`src/rtl/mcc_pkg.sv`:
```
package mcc_pkg;
    localparam int MULT_W   = 16;
    localparam int CODE_W   = 17;
    localparam int LFSR_W   = 15;
    localparam int WORD_W   = 32;
    localparam int PROP_W   = 5;
    localparam int INTG_W   = 7;
    localparam int PROP_LSB = CODE_W;
    localparam int INTG_LSB = PROP_LSB + PROP_W;
    localparam int MAX_MULT = 32768;
    localparam int REV_INIT = MAX_MULT + 1;
    localparam int PAD_W    = CODE_W - LFSR_W;
    localparam int DIV_NUM  = 1024;
    localparam int DIV_BIAS = 9;
    localparam int QUO_W    = 8;
    localparam int REM_W    = MULT_W + 2;
    localparam int LOW_LIM  = 60;
    localparam int MID_LIM  = 501;

    localparam logic [CODE_W-1:0] SEED = 17'h04000;
    localparam logic [CODE_W-1:0] FIX1 = 17'h18003;
    localparam logic [CODE_W-1:0] FIX2 = 17'h10003;

    typedef enum logic [1:0] {
        ST_IDLE,
        ST_FWD,
        ST_REV,
        ST_DONE
    } cv_state_e;
endpackage

```
`src/rtl/mcc_lfsr.sv`:
```
module mcc_lfsr
    import mcc_pkg::*;
(
    input  logic              clk,
    input  logic              rst_n,
    input  logic              load,
    input  logic              dir,
    input  logic              step_en,
    input  logic [MULT_W-1:0] mult_in,
    input  logic [CODE_W-1:0] code_in,
    output logic [CODE_W-1:0] shreg,
    output logic [MULT_W-1:0] count,
    output logic              fwd_last,
    output logic              rev_last
);
    logic              dir_q;
    logic [CODE_W-1:0] fwd_preset;
    logic [MULT_W-1:0] fwd_steps;
    logic [CODE_W-1:0] fwd_next;
    logic [CODE_W-1:0] rev_next;

    always_comb begin
        unique case (mult_in)
            MULT_W'(0): fwd_preset = '0;
            MULT_W'(1): fwd_preset = FIX1;
            MULT_W'(2): fwd_preset = FIX2;
            default:    fwd_preset = SEED;
        endcase
        if (mult_in <= MULT_W'(2) || mult_in > MULT_W'(MAX_MULT))
            fwd_steps = '0;
        else
            fwd_steps = MULT_W'(REV_INIT) - mult_in;
    end

    assign fwd_next = {{PAD_W{1'b0}}, shreg[0] ^ shreg[1], shreg[LFSR_W-1:1]};
    assign rev_next = {{PAD_W{1'b0}}, shreg[LFSR_W-2:0], shreg[0] ^ shreg[LFSR_W-1]};

    assign fwd_last = (count == '0);
    assign rev_last = (shreg == SEED) || (count == '0);

    always_ff @(posedge clk) begin
        if (!rst_n) begin
            dir_q <= 1'b0;
            shreg <= '0;
            count <= '0;
        end else if (load) begin
            dir_q <= dir;
            if (!dir) begin
                shreg <= fwd_preset;
                count <= fwd_steps;
            end else if (code_in == FIX1) begin
                shreg <= SEED;
                count <= MULT_W'(1);
            end else if (code_in == FIX2) begin
                shreg <= SEED;
                count <= MULT_W'(2);
            end else begin
                shreg <= code_in;
                count <= MULT_W'(REV_INIT);
            end
        end else if (step_en) begin
            if (!dir_q && !fwd_last) begin
                shreg <= fwd_next;
                count <= count - MULT_W'(1);
            end else if (dir_q && !rev_last) begin
                shreg <= rev_next;
                count <= count - MULT_W'(1);
            end
        end
    end
endmodule

```
`src/rtl/mcc_bw.sv`:
```
module mcc_bw
    import mcc_pkg::*;
(
    input  logic              clk,
    input  logic              rst_n,
    input  logic              load,
    input  logic [MULT_W-1:0] mult_in,
    output logic [PROP_W-1:0] prop,
    output logic [INTG_W-1:0] intg,
    output logic              ready
);
    logic [MULT_W-1:0]       m_q;
    logic signed [REM_W-1:0] rem_q;
    logic [QUO_W-1:0]        quo_q;
    logic                    in_mid;
    logic signed [REM_W-1:0] divisor;

    assign divisor = $signed({{(REM_W-MULT_W){1'b0}}, m_q} + REM_W'(DIV_BIAS));

    always_ff @(posedge clk) begin
        if (!rst_n) begin
            m_q   <= '0;
            rem_q <= '0;
            quo_q <= '0;
        end else if (load) begin
            m_q   <= mult_in;
            rem_q <= REM_W'(DIV_NUM);
            quo_q <= '0;
        end else if (rem_q > 0) begin
            rem_q <= rem_q - divisor;
            quo_q <= quo_q + QUO_W'(1);
        end
    end

    assign in_mid = (m_q >= MULT_W'(LOW_LIM)) && (m_q < MULT_W'(MID_LIM));
    assign ready  = !(in_mid && (rem_q > 0));

    always_comb begin
        if (m_q < MULT_W'(LOW_LIM))
            prop = PROP_W'((m_q >> 1) + MULT_W'(1));
        else
            prop = PROP_W'((1 << PROP_W) - 1);

        if (m_q > MULT_W'(16384))
            intg = INTG_W'(1);
        else if (m_q > MULT_W'(8192))
            intg = INTG_W'(2);
        else if (m_q > MULT_W'(2048))
            intg = INTG_W'(4);
        else if (m_q >= MULT_W'(MID_LIM))
            intg = INTG_W'(8);
        else if (in_mid)
            intg = INTG_W'({quo_q, 2'b00});
        else
            intg = INTG_W'((m_q & MULT_W'(8'h3c)) + MULT_W'(4));
    end
endmodule

```
`src/rtl/mcc_conv.sv`:
```
module mcc_conv
    import mcc_pkg::*;
(
    input  logic              clk,
    input  logic              rst_n,
    input  logic              start,
    input  logic              dir,
    input  logic [MULT_W-1:0] mult_in,
    input  logic [CODE_W-1:0] code_in,
    output logic              busy,
    output logic              done,
    output logic [MULT_W-1:0] mult_out,
    output logic [WORD_W-1:0] word_out
);
    cv_state_e         st_q, st_d;
    logic              take;
    logic              stepping;
    logic [CODE_W-1:0] shreg;
    logic [MULT_W-1:0] count;
    logic              fwd_last, rev_last;
    logic [PROP_W-1:0] prop;
    logic [INTG_W-1:0] intg;
    logic              bw_ready;
    logic              fwd_fin, rev_fin;
    logic [WORD_W-1:0] packed_w;

    assign take     = start && (st_q == ST_IDLE);
    assign stepping = (st_q == ST_FWD) || (st_q == ST_REV);
    assign fwd_fin  = (st_q == ST_FWD) && fwd_last && bw_ready;
    assign rev_fin  = (st_q == ST_REV) && rev_last;

    mcc_lfsr u_lfsr (
        .clk      (clk),
        .rst_n    (rst_n),
        .load     (take),
        .dir      (dir),
        .step_en  (stepping),
        .mult_in  (mult_in),
        .code_in  (code_in),
        .shreg    (shreg),
        .count    (count),
        .fwd_last (fwd_last),
        .rev_last (rev_last)
    );

    mcc_bw u_bw (
        .clk     (clk),
        .rst_n   (rst_n),
        .load    (take && !dir),
        .mult_in (mult_in),
        .prop    (prop),
        .intg    (intg),
        .ready   (bw_ready)
    );

    always_comb begin
        packed_w = '0;
        packed_w[CODE_W-1:0]          = shreg;
        packed_w[PROP_LSB +: PROP_W]  = prop;
        packed_w[INTG_LSB +: INTG_W]  = intg;
    end

    always_comb begin
        st_d = st_q;
        unique case (st_q)
            ST_IDLE: if (start) st_d = dir ? ST_REV : ST_FWD;
            ST_FWD:  if (fwd_fin) st_d = ST_DONE;
            ST_REV:  if (rev_fin) st_d = ST_DONE;
            ST_DONE: st_d = ST_IDLE;
            default: st_d = ST_IDLE;
        endcase
    end

    always_ff @(posedge clk) begin
        if (!rst_n) st_q <= ST_IDLE;
        else        st_q <= st_d;
    end

    always_ff @(posedge clk) begin
        if (!rst_n) begin
            word_out <= '0;
            mult_out <= '0;
        end else begin
            if (fwd_fin) word_out <= packed_w;
            if (rev_fin) mult_out <= count;
        end
    end

    assign busy = (st_q != ST_IDLE);
    assign done = (st_q == ST_DONE);
endmodule

```
`config.mk`:
```
export PLATFORM = sky130hd
export DESIGN_NAME = mcc_conv
export DESIGN_NICKNAME = d
export VERILOG_FILES = /design/src/rtl/mcc_pkg.sv /design/src/rtl/mcc_lfsr.sv /design/src/rtl/mcc_bw.sv /design/src/rtl/mcc_conv.sv
export SDC_FILE = /design/constraint.sdc
export NUM_CORES = 1
export LEC_CHECK = 0
export BUFFER_PORTS_ARGS = -buffer_cell sky130_fd_sc_hd__buf_2
export CAP_MARGIN = 20
export CORE_ASPECT_RATIO = 1.75
export CORE_MARGIN = 2
export CORE_UTILIZATION = 30
export CTS_CLUSTER_DIAMETER = 80
export DETAILED_ROUTE_END_ITERATION = 10
export GPL_TIMING_DRIVEN = 0
export PLACE_DENSITY_LB_ADDON = 0.05
export RECOVER_POWER = 25
export SYNTH_ARGS = -nofsm -noshare
export SYNTH_HDL_FRONTEND = slang
export SYNTH_HIERARCHICAL = 1
export SYNTH_SLANG_ARGS = --single-unit
```
`constraint.sdc`:
```
create_clock -name clk -period 4.1 [get_ports clk]
set_clock_uncertainty 0.2 [all_clocks]
set_input_delay 1.23 -clock clk [delete_from_list [all_inputs] [get_ports clk]]
set_output_delay 1.23 -clock clk [all_outputs]
set_load 0.1 [all_outputs]
```
== Word level (Yosys, flattened, before mapping) ==
Cells that the tools add are included.
Word-level totals
  word-level logic and storage cells: 97
  input port bits: 37
  bits in registers: 123
  output and inout bits: 50
Cells by class
  bitwise logic cells: 3
  equal/unequal tests: 11
  reductions and logical operators: 27
  add/sub/neg operators: 7
  magnitude comparators: 10
  multiplexer cells: 29
Operator list (number)
  two-way mux 16 bit: 8
  two-way mux 17 bit: 7
  one-hot mux 17 bit (3 select lines): 1
  two-way mux 7 bit: 5
  == test 17 bit (second input constant): 2
  zero test 16 bit: 2
  two-way mux 11 bit: 2
  > comparator 18 x 1 -> 1 bit (second input constant): 1
  subtractor 18 bit: 1
  adder 16 x 4 -> 17 bit (second input constant): 1
  == test 17 x 15 -> 1 bit (second input constant): 1
  == test 16 x 1 -> 1 bit (second input constant): 1
  == test 16 x 2 -> 1 bit (second input constant): 1
  >= comparator 16 x 6 -> 1 bit (second input constant): 1
  >= comparator 16 x 9 -> 1 bit (second input constant): 1
  > comparator 16 x 12 -> 1 bit (second input constant): 1
  > comparator 16 x 14 -> 1 bit (second input constant): 1
  > comparator 16 x 15 -> 1 bit (second input constant): 1
  > comparator 16 bit (second input constant): 1
  less-or-equal comparator 16 x 2 -> 1 bit (second input constant): 1
  less-than comparator 16 x 6 -> 1 bit (second input constant): 1
  less-than comparator 16 x 9 -> 1 bit (second input constant): 1
  subtractor 16 x 1 -> 16 bit (second input constant): 1
  subtractor 16 bit (first input constant): 1
  20 further kinds: 43

== Depth between registers and ports, before layout ==
  depth after elaboration: 8
  mapped depth: 13
  mapped depth without buffers: 12

== Hierarchy ==
Netlist, hierarchy kept.
By module, submodules not included
  mcc_bw: area an instance 2962.8 um2, instances 1, cells each 373, seq. area each 780.7 um2
  mcc_lfsr: area an instance 2648.8 um2, instances 1, cells each 335, seq. area each 680.7 um2
  mcc_conv: area an instance 1900.6 um2, instances 1, cells each 226, seq. area each 940.9 um2

== Worst setup path after synthesis ==
OpenSTA, ideal clock, no wires.
  path type: flip-flop to flip-flop
  start point: register u_bw.m_q[3]
  end point: register u_bw.rem_q[17]
  required time: 3783 ps
  path buffers: 1
  setup slack: 791 ps
  arrival: 2992 ps
  setup time: 117 ps
  cell stages (with the launch flop): 14
  path through: dfxtp_1 > clkbuf_1 > inv_1 > ha_1 > a21oi_1 > nor2_1 > xnor2_1 > ha_1 > o21ai_1 > a2111o_1 > a41o_1 > a31oi_4 > nand3_1 > a22o_1
Between the ends
  word-level cells in the longest chain between the ends: 2
RTL lines
  start: declaration: line mcc_bw.sv:12  | logic [MULT_W-1:0] m_q;
  start signal: assignment: line mcc_bw.sv:26  | m_q <= mult_in;
  adder 16 x 4 -> 17 bit: line mcc_bw.sv:18  | assign divisor = $signed({{(REM_W-MULT_W){1'b0}}, m_q} + REM_W'(DIV_BIAS));
  subtractor 18 bit: line mcc_bw.sv:30  | rem_q <= rem_q - divisor;
  end signal: assignment: line mcc_bw.sv:27  | rem_q <= REM_W'(DIV_NUM);
  end signal: assignment: line mcc_bw.sv:30
  end: declaration: line mcc_bw.sv:13  | logic signed [REM_W-1:0] rem_q;
No other way between the ends.
A chain may end at the register's enable or synchronous reset.

== Worst setup path in the final report ==
Ends and elaborated chain as after synthesis.

==> flow_summary.ini <==
[placement]
io_buffers = 83
postPlaceCellArea_um2 = 8325
gp_congestion = 0.8364
hpwl_um = 20250

[cts]
cts_tree = done
cts_num_sinks = 120
postCtsSetupBuffers = 0
htreeDepth = 4
cts-root-buf = clkbuf_16
clock_latency_ns = 0.43
tritoncts.num_buffers = 17
clkTransAtPathRegs_ns = 0.06
max-clock-path-buffers = 2

[grt]
gr-total-overflow = 0
antenna_found_initial = 1
grt_pass1_vias = 7069
grt_pass1_wl_um = 39420
grt_max_degree = 20
grt_usage_pct = 20.11

[logic_synthesis]
synth_area_leaders = dfxtp_1 32%, nand2_1 8.4%, ha_1 5.8%, mux2i_1 4.5%, a21boi_0 3.5%
syn_avg_cell_area_um2 = 8.043
synth_top_cell_area_share_pct = 31.98
synth_cells = 934
yosys-top-cells-count = 169 x nand2_1, 120 x dfxtp_1, 53 x nor2_1
syn_area_um2 = 7512
synth_seq_cells = 120
synth_cell_types = 87
ys_warn_count = 6
synthMostInstantiatedCell = nand2_1
ys.flop_type = dfxtp_1
synth-edff-count = 0
yosysSeqAreaShare_pct = 31.98
yosysTopAreaCell = dfxtp_1
ys_async_sr_fraction_pct = 0

[pwr]
intPower_w = 0.003695
ir_worst_vdd_mv = 0.3831
power_frac_seq_pct = 25.1
powerDensity_nw_per_um2 = 756.4
leakage_nw = 3.375
p_sw_w = 0.003040
clockPowerShare_pct = 23.6
swShare_pct = 45.14
p_comb_share_pct = 51.3

[floorplan]
pin_count = 87
die_w_um = 123.6
core_um2 = 24630
die-height_um = 213.3
start_util_pct = 30.50
rows = 76
die_area_um2 = 26370

[detailed_routing]
dr.pass1.iters = 5
routed_wl_um = 25630
ant_nets = 0
drt_iter0_drc = 347
drc = 0
avgViaCountPerCell = 5.098
vias = 6953
routedWlPerCell_um = 18.79

[timing]
worstMarginPinSlew_ns = 1.192
slew_headroom_pct = 20.89
finalSetupTns_ns = 0
setup_viol = 0
finalCritPeriodShare_pct = 90.29
drv_slew = 0
timing.fmax_ghz = 0.2701
fin_crit_ns = 3.702
hold_viol = 0
rsz0062_at_grt = false

[worst_setup_path]
critPathCaptureType = register
critPathMaxFanout = 9
critical_path_required_ns = 4.22
worstSetupPathType = register to register
cp.arrival_ns = 3.82
start_kind = register

[cells_and_area]
final.fill_count = 2642
area_growth_pct = 18.52
drive_gt1_share_pct = 12.94
fin_area_um2 = 8904
fin_nets = 1111

[run]
drv_cap = 0

[worst_hold_path]
hold_path.class = register to register

[run_status]
status = finished, final reports clean
timing repair:
item	4_1_cts	5_1_grt
hold buffers	0	0
endpoints found under the setup margin	0	1
gates resized for setup	0	1
routing by layer:
layer | up-vias | routed length (µm) | GRT usage (%)
met1 | 3282 | 9838 | 20.44
met4 | 0 | 679 | 8.582
met5 | - | 0 | 0
met3 | 33 | 608 | 3.165
met2 | 113 | 14510 | 39.31
li1 | 3525 | - | -
state kept, by name, summed over array words and instances (netlist names):
| register | cells |
|---|---|
| u_bw/m_q | 16 |
| u_lfsr/count | 16 |
| u_bw/rem_q | 18 |
| u_lfsr/shreg | 17 |
| mult_out | 16 |
| u_lfsr/dir_q | 1 |
| word_out | 29 |
| st_q | 2 |
| u_bw/quo_q | 5 |
final timing paths:
kind | end | slack (ns) | depth (start not counted) | start
min reg2reg | mult_out[7] | 0.25 | 2 | mult_out[7]
min | mult_out[7] | 0.25 | 2 | mult_out[7]
max | u_bw/rem_q[17] | 0.40 | 13 | u_bw/m_q[3]
max reg2reg | u_bw/rem_q[17] | 0.40 | 13 | u_bw/m_q[3]
worst max-delay path: stages, from the launching register on:
cell	delay [ns]
dfxtp_1	0.32
clkbuf_1	0.39
inv_1	0.17
ha_1	0.26
a21oi_2	0.32
nor2_1	0.11
xnor2_1	0.15
ha_1	0.38
o21ai_1	0.09
a2111o_1	0.41
a41o_1	0.29
a31oi_4	0.22
nand3_1	0.09
a22o_1	0.19
cells by family (layout without fill, tap and decap cells):
group / count (synthesis) / in the layout / share of synthesized area (%)
and+or+nand+nor: 393 / 393 / 25.30
AOI/OAI and AO/OA: 220 / 220 / 20.72
DFF: 120 / 120 / 31.98
buffers and inverters: 83 / 198 / 5.713
xor gates and xnor gates: 43 / 43 / 5.013
muxes: 38 / 38 / 5.130
adders and majority gates: 36 / 36 / 6.096
other: 1 / 4 / 0.04992
power groups by stage:
| stage | Combinational, W | Clock, W | Sequential, W |
|---|---|---|---|
| after floorplan | 0.00250 | 0 | 0.00177 |
| after global placement | 0.00348 | 0 | 0.00172 |
| after detailed placement | 0.00348 | 0 | 0.00172 |
| after CTS | 0.00349 | 0.00164 | 0.00170 |
| after global routing | 0.00380 | 0.00169 | 0.00173 |
| final | 0.00346 | 0.00159 | 0.00169 |
cell type report:
class                   count  area, µm²  area share, %
multi-input cells         733       4692          52.70
flip-flops and latches    120       2402          26.98
clock buffers              22      474.2          5.326
well taps                 312      390.4          4.384
repair buffers             83      377.9          4.244
plain buffers              51      300.3          3.373
clock inverters            10      143.9          1.616
inverters                  32      120.1          1.349
diodes                      1      2.502        0.02811
metrics by stage:
step | setup slack (ns) | util (%) | hold slack [ns] | total power, W | cells
floorplan | 0.7907 | - | 0.2489 | 0.004271 | 936
global placement | 0.1442 | 33.80 | 0.2421 | 0.005204 | 1331
detailed placement | 0.1599 | 33.80 | 0.2459 | 0.005198 | 1331
CTS | 0.1931 | 36.31 | 0.2540 | 0.006830 | 1363
global route | 0.1476 | 36.15 | 0.2746 | 0.007218 | 1364
finish | 0.3982 | 36.15 | 0.2516 | 0.006735 | 1364
placed cells by master, fill, tap and decap left out, types with 13 or more instances in the layout:
cell       Yosys  final
nand2_1      169    169
dfxtp_1      120    120
buf_2         10     62
clkbuf_1      23     57
nor2_1        53     53
a21oi_1       51     50
a21boi_0      35     35
ha_1          35     35
nor3_1        34     34
mux2i_1       34     34
inv_1         32     32
o21ai_0       27     27
nand3_1       26     26
xnor2_1       25     25
nor2b_1       21     21
xor2_1        18     18
clkbuf_16      0     17
nor4_1        15     15
o21ai_1       15     15
and3_1        13     13
Power figures use the tool's default switching activity.
